`src/rtl/stat_pkg.sv`:
```
// Shared constants for the status flag register: opcodes and flag positions.
// Assumes a 4-bit opcode field at the top of every command word.
package stat_pkg;
    localparam int OP_W = 4;

    localparam logic [OP_W-1:0] OP_READ  = 4'h1;
    localparam logic [OP_W-1:0] OP_CLEAR = 4'h2;
    localparam logic [OP_W-1:0] OP_START = 4'h3;
    localparam logic [OP_W-1:0] OP_STOP  = 4'h4;

    // Flag positions within the live and history bytes
    localparam int FL_INNER_FULL  = 0;
    localparam int FL_INNER_EMPTY = 1;
    localparam int FL_OUTER_FULL  = 2;
    localparam int FL_OUTER_EMPTY = 3;
    localparam int FL_MEM_FULL    = 4;
    localparam int FL_MEM_EMPTY   = 5;
    localparam int FL_LINK_FULL   = 6;
    localparam int FL_MODE        = 7;
endpackage

```
`src/rtl/flag_capture.sv`:
```
// Samples the flag vector into a live register and ORs it into a sticky
// history register. Assumes the flags are synchronous to clk. A clear at an
// edge still keeps any flag that is high at that same edge.
module flag_capture #(
    parameter int NUM_FLAGS = 8
) (
    input  logic                 clk,
    input  logic                 rst_n,
    input  logic [NUM_FLAGS-1:0] flags_i,
    input  logic                 clr_i,
    output logic [NUM_FLAGS-1:0] live_o,
    output logic [NUM_FLAGS-1:0] hist_o
);
    logic [NUM_FLAGS-1:0] live_q;
    logic [NUM_FLAGS-1:0] hist_q;
    logic [NUM_FLAGS-1:0] hist_base;

    // Base for the history update: zero on clear, otherwise the old value
    always_comb begin
        hist_base = clr_i ? '0 : hist_q;
    end

    // Register the live view and accumulate the history
    always_ff @(posedge clk) begin
        if (!rst_n) begin
            live_q <= '0;
            hist_q <= '0;
        end else begin
            live_q <= flags_i;
            hist_q <= hist_base | flags_i;
        end
    end

    assign live_o = live_q;
    assign hist_o = hist_q;

    AST_HIST_COVERS_LIVE: assert property (@(posedge clk) disable iff (!rst_n)
        (hist_q & live_q) == live_q);

    AST_HIST_STICKY: assert property (@(posedge clk) disable iff (!rst_n)
        !clr_i |=> ((hist_q & $past(hist_q)) == $past(hist_q)));
endmodule

```
`src/rtl/cmd_deser.sv`:
```
// Collects serial command bits, most significant first, one per strobe.
// Raises word_valid_o in the cycle whose strobe completes a word and presents
// that word's opcode field. Word framing is held only by reset.
module cmd_deser #(
    parameter int CMD_W = 16,
    parameter int OP_W  = 4
) (
    input  logic            clk,
    input  logic            rst_n,
    input  logic            strobe_i,
    input  logic            bit_i,
    output logic            word_valid_o,
    output logic [OP_W-1:0] op_o
);
    localparam int CNT_W = $clog2(CMD_W);
    localparam logic [CNT_W-1:0] LAST = CNT_W'(CMD_W - 1);

    logic [CNT_W-1:0] cnt_q;
    logic [CMD_W-2:0] sh_q;
    logic [CMD_W-1:0] word;

    // The word as it stands once the current bit is appended
    always_comb begin
        word         = {sh_q, bit_i};
        word_valid_o = strobe_i && (cnt_q == LAST);
        op_o         = word[CMD_W-1 -: OP_W];
    end

    // Count strobes and shift in the bits
    always_ff @(posedge clk) begin
        if (!rst_n) begin
            cnt_q <= '0;
            sh_q  <= '0;
        end else if (strobe_i) begin
            cnt_q <= (cnt_q == LAST) ? '0 : cnt_q + 1'b1;
            sh_q  <= word[CMD_W-2:0];
        end
    end

    AST_CNT_WRAP: assert property (@(posedge clk) disable iff (!rst_n)
        (strobe_i && cnt_q == LAST) |=> (cnt_q == '0));

    AST_CNT_IDLE: assert property (@(posedge clk) disable iff (!rst_n)
        !strobe_i |=> $stable(cnt_q));
endmodule

```
`src/rtl/stop_sync.sv`:
```
// Multi-stage synchroniser for the asynchronous stop request. The output
// follows the input STAGES edges later and stays high while the input does.
module stop_sync #(
    parameter int STAGES = 2
) (
    input  logic clk,
    input  logic rst_n,
    input  logic async_i,
    output logic sync_o
);
    logic [STAGES-1:0] chain_q;

    // Shift the asynchronous level through the flop chain
    always_ff @(posedge clk) begin
        if (!rst_n) chain_q <= '0;
        else        chain_q <= {chain_q[STAGES-2:0], async_i};
    end

    assign sync_o = chain_q[STAGES-1];
endmodule

```
`src/rtl/rsp_shifter.sv`:
```
// Parallel-load, serial-out response register. Load takes priority over
// shift. The output is always the most significant bit.
module rsp_shifter #(
    parameter int FRAME_W = 16
) (
    input  logic               clk,
    input  logic               rst_n,
    input  logic               load_i,
    input  logic [FRAME_W-1:0] frame_i,
    input  logic               shift_i,
    output logic               bit_o
);
    logic [FRAME_W-1:0] sh_q;

    // Load a fresh frame, or move the next bit out on a strobe
    always_ff @(posedge clk) begin
        if (!rst_n)       sh_q <= '0;
        else if (load_i)  sh_q <= frame_i;
        else if (shift_i) sh_q <= {sh_q[FRAME_W-2:0], 1'b0};
    end

    assign bit_o = sh_q[FRAME_W-1];

    AST_RSP_HOLD: assert property (@(posedge clk) disable iff (!rst_n)
        (!load_i && !shift_i) |=> $stable(sh_q));
endmodule

```
`src/rtl/stat_flag_reg.sv`:
```
// Top of the status flag register. Decodes the serial opcodes into clear,
// read, start and stop actions, controls the acquisition enable, and ties
// together capture, deserialiser, response shifter and stop synchroniser.
// Assumes cmd_strobe_i and cmd_bit_i are synchronous to clk.
module stat_flag_reg
    import stat_pkg::*;
#(
    parameter int NUM_FLAGS   = 8,
    parameter int CMD_W       = 16,
    parameter int SYNC_STAGES = 2
) (
    input  logic                 clk,
    input  logic                 rst_n,
    input  logic [NUM_FLAGS-1:0] flags_i,
    input  logic                 cmd_strobe_i,
    input  logic                 cmd_bit_i,
    output logic                 rsp_bit_o,
    input  logic                 stop_i,
    output logic                 stop_o,
    output logic                 run_o,
    output logic [NUM_FLAGS-1:0] live_o,
    output logic [NUM_FLAGS-1:0] hist_o
);
    localparam int FRAME_W = 2 * NUM_FLAGS;

    logic            word_valid;
    logic [OP_W-1:0] op;
    logic            do_read, do_clear, do_start, do_stop;
    logic            stop_s;
    logic            run_q;
    logic [NUM_FLAGS-1:0] live, hist;

    cmd_deser #(.CMD_W(CMD_W), .OP_W(OP_W)) u_deser (
        .clk          (clk),
        .rst_n        (rst_n),
        .strobe_i     (cmd_strobe_i),
        .bit_i        (cmd_bit_i),
        .word_valid_o (word_valid),
        .op_o         (op)
    );

    // Turn a completed word into one action strobe
    always_comb begin
        do_read  = word_valid && (op == OP_READ);
        do_clear = word_valid && (op == OP_CLEAR);
        do_start = word_valid && (op == OP_START);
        do_stop  = word_valid && (op == OP_STOP);
    end

    flag_capture #(.NUM_FLAGS(NUM_FLAGS)) u_cap (
        .clk     (clk),
        .rst_n   (rst_n),
        .flags_i (flags_i),
        .clr_i   (do_clear),
        .live_o  (live),
        .hist_o  (hist)
    );

    rsp_shifter #(.FRAME_W(FRAME_W)) u_rsp (
        .clk     (clk),
        .rst_n   (rst_n),
        .load_i  (do_read),
        .frame_i ({live, hist}),
        .shift_i (cmd_strobe_i),
        .bit_o   (rsp_bit_o)
    );

    stop_sync #(.STAGES(SYNC_STAGES)) u_stop (
        .clk     (clk),
        .rst_n   (rst_n),
        .async_i (stop_i),
        .sync_o  (stop_s)
    );

    // Acquisition enable: the stop line wins over any command
    always_ff @(posedge clk) begin
        if (!rst_n)        run_q <= 1'b0;
        else if (stop_s)   run_q <= 1'b0;
        else if (do_start) run_q <= 1'b1;
        else if (do_stop)  run_q <= 1'b0;
    end

    assign run_o  = run_q;
    assign stop_o = stop_s;
    assign live_o = live;
    assign hist_o = hist;

    AST_STOP_HALTS: assert property (@(posedge clk) disable iff (!rst_n)
        stop_s |=> !run_q);

    AST_START_SETS: assert property (@(posedge clk) disable iff (!rst_n)
        (do_start && !stop_s) |=> run_q);

    AST_ONE_ACTION: assert property (@(posedge clk) disable iff (!rst_n)
        $onehot0({do_read, do_clear, do_start, do_stop}));
endmodule

```
`config.mk`:
```
export PLATFORM = sky130hd
export DESIGN_NAME = stat_flag_reg
export DESIGN_NICKNAME = d
export VERILOG_FILES = /design/src/rtl/stat_pkg.sv /design/src/rtl/flag_capture.sv /design/src/rtl/cmd_deser.sv /design/src/rtl/stop_sync.sv /design/src/rtl/rsp_shifter.sv /design/src/rtl/stat_flag_reg.sv
export SDC_FILE = /design/constraint.sdc
export NUM_CORES = 1
export LEC_CHECK = 0
export ABC_AREA = 1
export BUFFER_PORTS_ARGS = -buffer_cell sky130_fd_sc_hd__buf_2
export CAP_MARGIN = 20
export CORE_ASPECT_RATIO = 2
export CORE_MARGIN = 2
export CORE_UTILIZATION = 50
export CTS_CLUSTER_SIZE = 20
export DETAILED_ROUTE_END_ITERATION = 8
export GPL_TIMING_DRIVEN = 0
export PLACE_DENSITY_LB_ADDON = 0.1
export SLEW_MARGIN = 30
export SYNTH_ARGS = -nofsm -noshare
export SYNTH_HDL_FRONTEND = slang
export SYNTH_HIERARCHICAL = 1
export SYNTH_SLANG_ARGS = --single-unit
```
`constraint.sdc`:
```
create_clock -name clk -period 1.6 [get_ports clk]
set_input_delay 0.08 -clock clk [delete_from_list [all_inputs] [get_ports clk]]
set_output_delay 0.08 -clock clk [all_outputs]
set_load 0.005 [all_outputs]
```
==> flow_metrics.env, run 1 <==
export IMPL_first_pass_iters=4
export IMPL_globalRouteMet3Util_pct=3.538
export IMPL_critical_path_top_delay_family="simple AND/OR/NAND/NOR gates"
export IMPL_drv_slew=0
export IMPL_synth_cell_types=20
export IMPL_relSlewSlack_pct=77.16
export IMPL_data_arrival_time_of_the_critical_path_ps=1730
export IMPL_clkLatencyLatePin_ps=300
export IMPL_postLayoutCoreUtil_pct=64.85
export IMPL_yosys_area_top_type="sky130_fd_sc_hd__dfxtp_1"
export IMPL_fin_cells=398
export IMPL_cp_num_buf_inv=2
export IMPL_cp_cell_sequence="ha_4 > nand3_4 > nor2_4 > nand2_2 > nor3_2 > buf_6 > clkbuf_16 > nand2_4 > nand2_2 > a21oi_2"
export IMPL_numPlacedInstances=376
export IMPL_power_frac_comb_pct=9.3
export IMPL_global_route_wire_length_before_repair_um=7783
export IMPL_antenna_violations_before_repair=0
export IMPL_worst_path_largest_cell_delay_ps=360
export IMPL_timing_hold_worst_class="in2reg"
export IMPL_post_route_period_util_pct=96.42
export IMPL_yosys_register_bits=54
export IMPL_crit_path_max_fanout=7
export IMPL_core_sq_mm=0.004254
export IMPL_busiest_layer="met2"
export IMPL_placementRows=34
export IMPL_start_util_pct=51.09
export IMPL_internal_power_uw=1980
export IMPL_die_area_sq_mm=0.004922
export IMPL_antenna_left=0
export IMPL_category_of_the_critical_setup_timing_path="reg2reg"
export IMPL_area_growth_pct=26.94
export IMPL_detail_route_vias_per_cell=4.774
export IMPL_run_status="finished, final reports clean"
export IMPL_clk_pin_slew_worst_paths_ps=90
export IMPL_grt_setup_unrepaired="yes"
export IMPL_timing_worst_slew_pin_value_ps=342.6
export IMPL_synth_sequential_area_ratio_pct=49.74
export IMPL_synth_top_area_share_pct=49.74
export IMPL_fin_worst_hold_slack_ps=9.199
export IMPL_place_detailed_hpwl_um=3031
export IMPL_critical_path_slowest_cell="sky130_fd_sc_hd__dfxtp_2"
export IMPL_pre_cts_slack_ps=-159.3
export IMPL_synth_fp_nets=306
export IMPL_sw_frac_of_total_pct=23.01
export IMPL_ys_warnings_count=6
export IMPL_final_setup_viol_count=0
export IMPL_per_cell_routed_wire_length_um=11.67
export IMPL_clock_network_fraction_of_design_power_pct=34.3
export IMPL_power_static_leakage_uw=0.001418
export IMPL_p_per_area_mw_per_mm2=932.2
export IMPL_drc=0
export IMPL_buffer_ports_inserted=30
export IMPL_setup_tns_final_ps=0
export IMPL_grt_start_max_net_pins=20
export IMPL_die_h_um=97.24
export IMPL_hold_viol_final=0
export IMPL_post_route_worst_setup_slack_ps=57.27
export IMPL_vias=1900
export IMPL_met2_usage_pct=32.59
export IMPL_worst_endpoint_required_ps=1790
export IMPL_die_width_um=50.62
export IMPL_power_frac_seq_pct=56.4
export IMPL_worst_setup_path_start_kind="flop"
export IMPL_drt_initial_drc_count=27
export IMPL_maxClockFrequency_ghz=0.6482
export IMPL_final_period_minus_worst_setup_slack_ps=1543
export IMPL_max_vdd_ir_drop_mv=0.6824
export IMPL_first_global_vias=1791
export IMPL_drv_max_cap_violation_count=0
export IMPL_drive_above_1_share_pct=26.45
export IMPL_detail_route_wirelength_um=4645
export IMPL_synthesis_area_sq_mm=0.002173
export IMPL_switching_power_of_the_nets_uw=591.8
export IMPL_routability_congestion_estimate=0.7510
export IMPL_globalRouteMet1Util_pct=25.91
export IMPL_cp_end_kind="flop"
export IMPL_io_pins=32
export IMPL_cts_sink_count=54
export IMPL_cts_inserted_buffers=5
export IMPL_grt_overflow=0
export IMPL_synthesis_instances=292
export IMPL_worst_path_most_repeated_cell="sky130_fd_sc_hd__nand2_2"
export IMPL_cts_htree_levels=2
export IMPL_synth_top_cells_by_area="sky130_fd_sc_hd__dfxtp_1 (50%), sky130_fd_sc_hd__nand2_1 (14%), sky130_fd_sc_hd__nand3_1 (8.5%), sky130_fd_sc_hd__nor2_1 (7.1%), sky130_fd_sc_hd__inv_1 (5.4%)"
export IMPL_layout_nets=357
export IMPL_num_antenna_cells=0
export IMPL_grt_util_all_layers_pct=19.82
export IMPL_tritoncts="done"
export IMPL_postSynthAreaPerCell_sq_um=7.443
export IMPL_max_clock_path_buffers=2
export IMPL_finClkSkew_ps=7.176
export IMPL_clock_root_buffer="sky130_fd_sc_hd__clkbuf_8"
sequential cells by signal, summed over array words and instances (netlist names):
name	flops
u_cap/hist_o	8
u_deser/cnt_q	4
u_stop/chain_q	2
u_cap/live_o	8
run_o	1
u_rsp/sh_q	16
u_deser/sh_q	15
path summary, 6_finish.rpt:
| path | from | endpoint | slack (ps) | depth (start not counted) |
|---|---|---|---|---|
| worst max register to register | u_deser/cnt_q[0] | u_rsp/sh_q[14] | 60 | 10 |
| worst min-delay path | cmd_bit_i | u_deser/sh_q[0] | 9 | 3 |
| worst max-delay path | u_deser/cnt_q[0] | u_rsp/sh_q[14] | 60 | 10 |
| worst min register to register | u_stop/chain_q[0] | u_stop/chain_q[1] | 430 | 2 |
what timing repair did:
action / CTS / global route
endpoints found under the setup margin: 16 / 24
hold buffers: 9 / 0
buffers inserted: 6 / 0
gates cloned: 0 / 1
pin swaps: 3 / 4
hold endpoints to repair: 15 / 0
gates resized for setup: 2 / 23
metal layers:
metal / vias up / wire, um
li1: 999 / -
met1: 855 / 2087
met2: 40 / 2346
met3: 6 / 150
met4: 0 / 61
met5: - / 0
kinds of logic after synthesis:
kind of cell / Yosys count / share of synthesized area, %
adders and majority gates: 1 / 0.5756
AOI/OAI and AO/OA: 24 / 5.527
DFF: 54 / 49.74
and+or+nand+nor: 162 / 31.20
buffers and inverters: 51 / 12.95
worst min-delay path, delay by kind of cell:
family	cells	cell delay [ps]
simple gates	2	110
buf+inv	1	70
cell type report:
class                      count  area, sq um
clock buffer                   5        68.82
clock inverter                 3        40.04
buffer                        15        137.6
timing repair buffer          46        310.3
multi-input combinational    187        914.6
tap                           54        67.56
sequential                    54         1084
inverter                      34        136.4
fill                         396         1495
cells in the mapped netlist:
| master | instances |
|---|---|
| sky130_fd_sc_hd__nand2_1 | 79 |
| sky130_fd_sc_hd__dfxtp_1 | 54 |
| sky130_fd_sc_hd__nor2_1 | 41 |
| sky130_fd_sc_hd__nand3_1 | 37 |
| sky130_fd_sc_hd__inv_1 | 31 |
| sky130_fd_sc_hd__o21ai_0 | 18 |
| sky130_fd_sc_hd__buf_4 | 7 |
| sky130_fd_sc_hd__buf_6 | 6 |
| sky130_fd_sc_hd__a21oi_1 | 5 |
| sky130_fd_sc_hd__buf_2 | 3 |
| sky130_fd_sc_hd__nor3_1 | 2 |
| sky130_fd_sc_hd__buf_8 | 1 |
| sky130_fd_sc_hd__clkinv_2 | 1 |
| sky130_fd_sc_hd__ha_1 | 1 |
| sky130_fd_sc_hd__inv_2 | 1 |
| sky130_fd_sc_hd__inv_4 | 1 |
| sky130_fd_sc_hd__nand2_2 | 1 |
| sky130_fd_sc_hd__nor2_2 | 1 |
| sky130_fd_sc_hd__nor2_8 | 1 |
| sky130_fd_sc_hd__o21ai_1 | 1 |
placed cells by master, fill, tap and decap left out, drive strengths merged:
master / count
clkinv: 3
nand2: 80
buf: 51
nor3: 2
a21oi: 5
nor2: 43
dlygate4sd3: 9
nand3: 37
inv: 33
bufinv: 1
dfxtp: 54
ha: 1
o21ai: 19
clkbuf: 6
through the flow:
stage	cell area [sq um]	power, uW
2_1_floorplan	2208	1607
6_report	2759	2572
5_1_grt	2759	2694
3_3_place_gp	2426	1686
3_5_place_dp	2426	1692
4_1_cts	2658	2591
power by group through the flow:
stage	combinational [uW]	sequential, uW	clock, uW
3_3_place_gp	208	1480	0
4_1_cts	236	1450	908
5_1_grt	273	1460	964
6_report	240	1450	883
3_5_place_dp	213	1480	0
2_1_floorplan	136	1470	0
No activity file was read; power rests on OpenSTA's default activity.
==> run 2, diff against run 1 <==
--- a/config.mk
+++ b/config.mk
@@ -15,2 +15,3 @@
 export DETAILED_ROUTE_END_ITERATION = 8
+export GPL_ROUTABILITY_DRIVEN = 0
 export GPL_TIMING_DRIVEN = 0
==> constraint.sdc (replaced) <==
create_clock -name clk -period 1.6 [get_ports clk]
set_input_delay 0.16 -clock clk [delete_from_list [all_inputs] [get_ports clk]]
set_output_delay 0.16 -clock clk [all_outputs]
set_load 0.005 [all_outputs]
==> run 2 against run 1 <==
Non-clock buffer count fell by 9. Count of clock-buffer cells in the layout did not move. Hold slack improved by 41 ps.
==> flow_metrics.env, run 2 (synthesis gave the netlist of run 1 again) <==
export IMPL_area_growth_pct=22.80
export IMPL_largest_register="u_rsp/sh_q"
export IMPL_relSlewSlack_pct=77.28
export IMPL_clkLatencyLatePin_ps=300
export IMPL_crit_path_max_fanout=7
export IMPL_max_clock_path_buffers=2
export IMPL_holdCritStartpoint="stop_i"
export IMPL_final_period_minus_worst_setup_slack_ps=1543
export IMPL_largest_registers="u_rsp/sh_q: 16 flops, u_deser/sh_q: 15 flops"
export IMPL_die_area_sq_mm=0.004922
export IMPL_drc=0
export IMPL_placementRows=34
export IMPL_num_antenna_cells=0
export IMPL_layout_commonest_cell="sky130_fd_sc_hd__nand2_1"
export IMPL_drv_max_cap_violation_count=0
export IMPL_finClkSkew_ps=7.479
export IMPL_hold_viol_final=0
export IMPL_grt_util_all_layers_pct=19.20
export IMPL_worst_endpoint_required_ps=1790
export IMPL_fin_cells=389
export IMPL_reg2regPathDepth=10
export IMPL_detail_route_wirelength_um=4497
export IMPL_layout_nets=348
export IMPL_data_arrival_time_of_the_critical_path_ps=1730
export IMPL_detail_route_vias_per_cell=4.781
export IMPL_drt_initial_drc_count=30
export IMPL_power_frac_seq_pct=56.7
export IMPL_maxClockFrequency_ghz=0.6481
export IMPL_cts_hold_buffers_added=0
export IMPL_die_h_um=97.24
export IMPL_power_static_leakage_uw=0.001380
export IMPL_cts_htree_levels=2
export IMPL_clk_pin_slew_worst_paths_ps=90
export IMPL_post_route_period_util_pct=96.44
export IMPL_place_detailed_hpwl_um=3031
export IMPL_largest_reg_flops=16
export IMPL_first_pass_iters=4
export IMPL_postLayoutCoreUtil_pct=62.74
export IMPL_fin_worst_hold_slack_ps=50.12
export IMPL_worst_r2r_setup_slack_ps=60
export IMPL_mostFrequentLayoutCells="sky130_fd_sc_hd__nand2_1 (67), sky130_fd_sc_hd__dfxtp_1 (52), sky130_fd_sc_hd__nor2_1 (40)"
export IMPL_drv_slew=0
export IMPL_worst_setup_path_start_kind="flop"
export IMPL_clock_root_buffer="sky130_fd_sc_hd__clkbuf_8"
export IMPL_grt_overflow=0
export IMPL_grt_start_max_net_pins=20
export IMPL_r2r_start="u_deser/cnt_q[0]"
export IMPL_cts_sink_count=54
export IMPL_tritoncts="done"
export IMPL_pre_cts_slack_ps=-159.3
export IMPL_cts_inserted_buffers=5
export IMPL_per_cell_routed_wire_length_um=11.56
export IMPL_cp_end_kind="flop"
export IMPL_grt_setup_unrepaired="yes"
export IMPL_category_of_the_critical_setup_timing_path="reg2reg"
export IMPL_global_route_wire_length_before_repair_um=7562
export IMPL_start_util_pct=51.09
export IMPL_numPlacedInstances=376
export IMPL_drive_above_1_share_pct=27.16
export IMPL_sw_frac_of_total_pct=23.05
export IMPL_run_status="finished, final reports clean"
export IMPL_switching_power_of_the_nets_uw=588.9
export IMPL_power_frac_comb_pct=8.7
export IMPL_vias=1860
export IMPL_antenna_left=0
export IMPL_post_route_worst_setup_slack_ps=57.01
export IMPL_max_vdd_ir_drop_mv=0.6795
export IMPL_io_pins=32
export IMPL_first_global_vias=1732
export IMPL_p_total_uw=2555
export IMPL_holdPathEnd="u_stop/chain_q[0]"
export IMPL_die_width_um=50.62
export IMPL_holdPathStages=3
export IMPL_p_per_area_mw_per_mm2=957.2
export IMPL_buffer_ports_inserted=30
export IMPL_antenna_violations_before_repair=0
export IMPL_internal_power_uw=1966
export IMPL_core_sq_mm=0.004254
export IMPL_timing_hold_worst_class="in2reg"
export IMPL_critical_path_reg2reg_endpoint="u_rsp/sh_q[14]"
export IMPL_final_setup_viol_count=0
export IMPL_clock_network_fraction_of_design_power_pct=34.6
export IMPL_timing_worst_slew_pin_value_ps=340.9
-- run 2: layout make-up --
type | count | area, sq um
clock inverter | 3 | 40.04
clock buffer | 5 | 68.82
sequential | 54 | 1084
buffer | 15 | 137.6
timing repair buffer | 37 | 220.2
fill | 412 | 1585
multi-input combinational | 187 | 914.6
inverter | 34 | 136.4
tap | 54 | 67.56
-- run 2: repair_timing --
item	in CTS	in global routing
setup endpoints to repair	16	24
gates cloned	0	1
gates resized for setup	2	23
pin swaps	3	4
buffers inserted	6	0
-- run 2: how the worst max path moves through the flow --
| stage | startpoint | to | depth (start not counted) |
|---|---|---|---|
| 2_1_floorplan | u_deser/cnt_q[0] | u_rsp/sh_q[10] | 12 |
| 3_3_place_gp | u_deser/cnt_q[0] | u_rsp/sh_q[11] | 11 |
| 3_5_place_dp | u_deser/cnt_q[0] | u_rsp/sh_q[11] | 11 |
| 4_1_cts | u_deser/cnt_q[0] | u_rsp/sh_q[11] | 11 |
| 5_1_grt | u_deser/cnt_q[0] | u_rsp/sh_q[9] | 11 |
| 6_report | u_deser/cnt_q[0] | u_rsp/sh_q[14] | 10 |
-- run 2: per-layer routing --
metal | routed length [um] | global-route usage, % | share of wire [%] | vias up
li1 | - | - | - | 981
met5 | 0 | 0 | 0 | -
met3 | 171 | 3.385 | 3.8 | 6
met1 | 2034 | 25.32 | 45 | 837
met4 | 62 | 6.237 | 1.4 | 0
met2 | 2229 | 31.28 | 50 | 36
-- run 2: per-stage QoR --
step                      area [sq um]  TNS [ps]
after floorplan                   2208         0
after global placement            2426     -1317
after detailed placement          2426     -1648
after CTS                         2567         0
after global routing              2669    -929.7
final                             2669         0
-- run 2: power by group through the flow --
stage | sequential (uW) | combinational [uW] | clock, uW
after floorplan | 1470 | 136 | 0
after global placement | 1480 | 208 | 0
after detailed placement | 1480 | 213 | 0
after CTS | 1450 | 220 | 908
after global routing | 1460 | 254 | 963
final | 1450 | 222 | 884
-- run 2: worst max-delay path: stages (launching register included) --
cell,delay [ps]
sky130_fd_sc_hd__dfxtp_2,360
sky130_fd_sc_hd__ha_4,150
sky130_fd_sc_hd__nand3_4,70
sky130_fd_sc_hd__nor2_4,110
sky130_fd_sc_hd__nand2_2,60
sky130_fd_sc_hd__nor3_2,160
sky130_fd_sc_hd__buf_6,200
sky130_fd_sc_hd__clkbuf_16,170
sky130_fd_sc_hd__nand2_4,40
sky130_fd_sc_hd__nand2_2,60
sky130_fd_sc_hd__a21oi_2,50
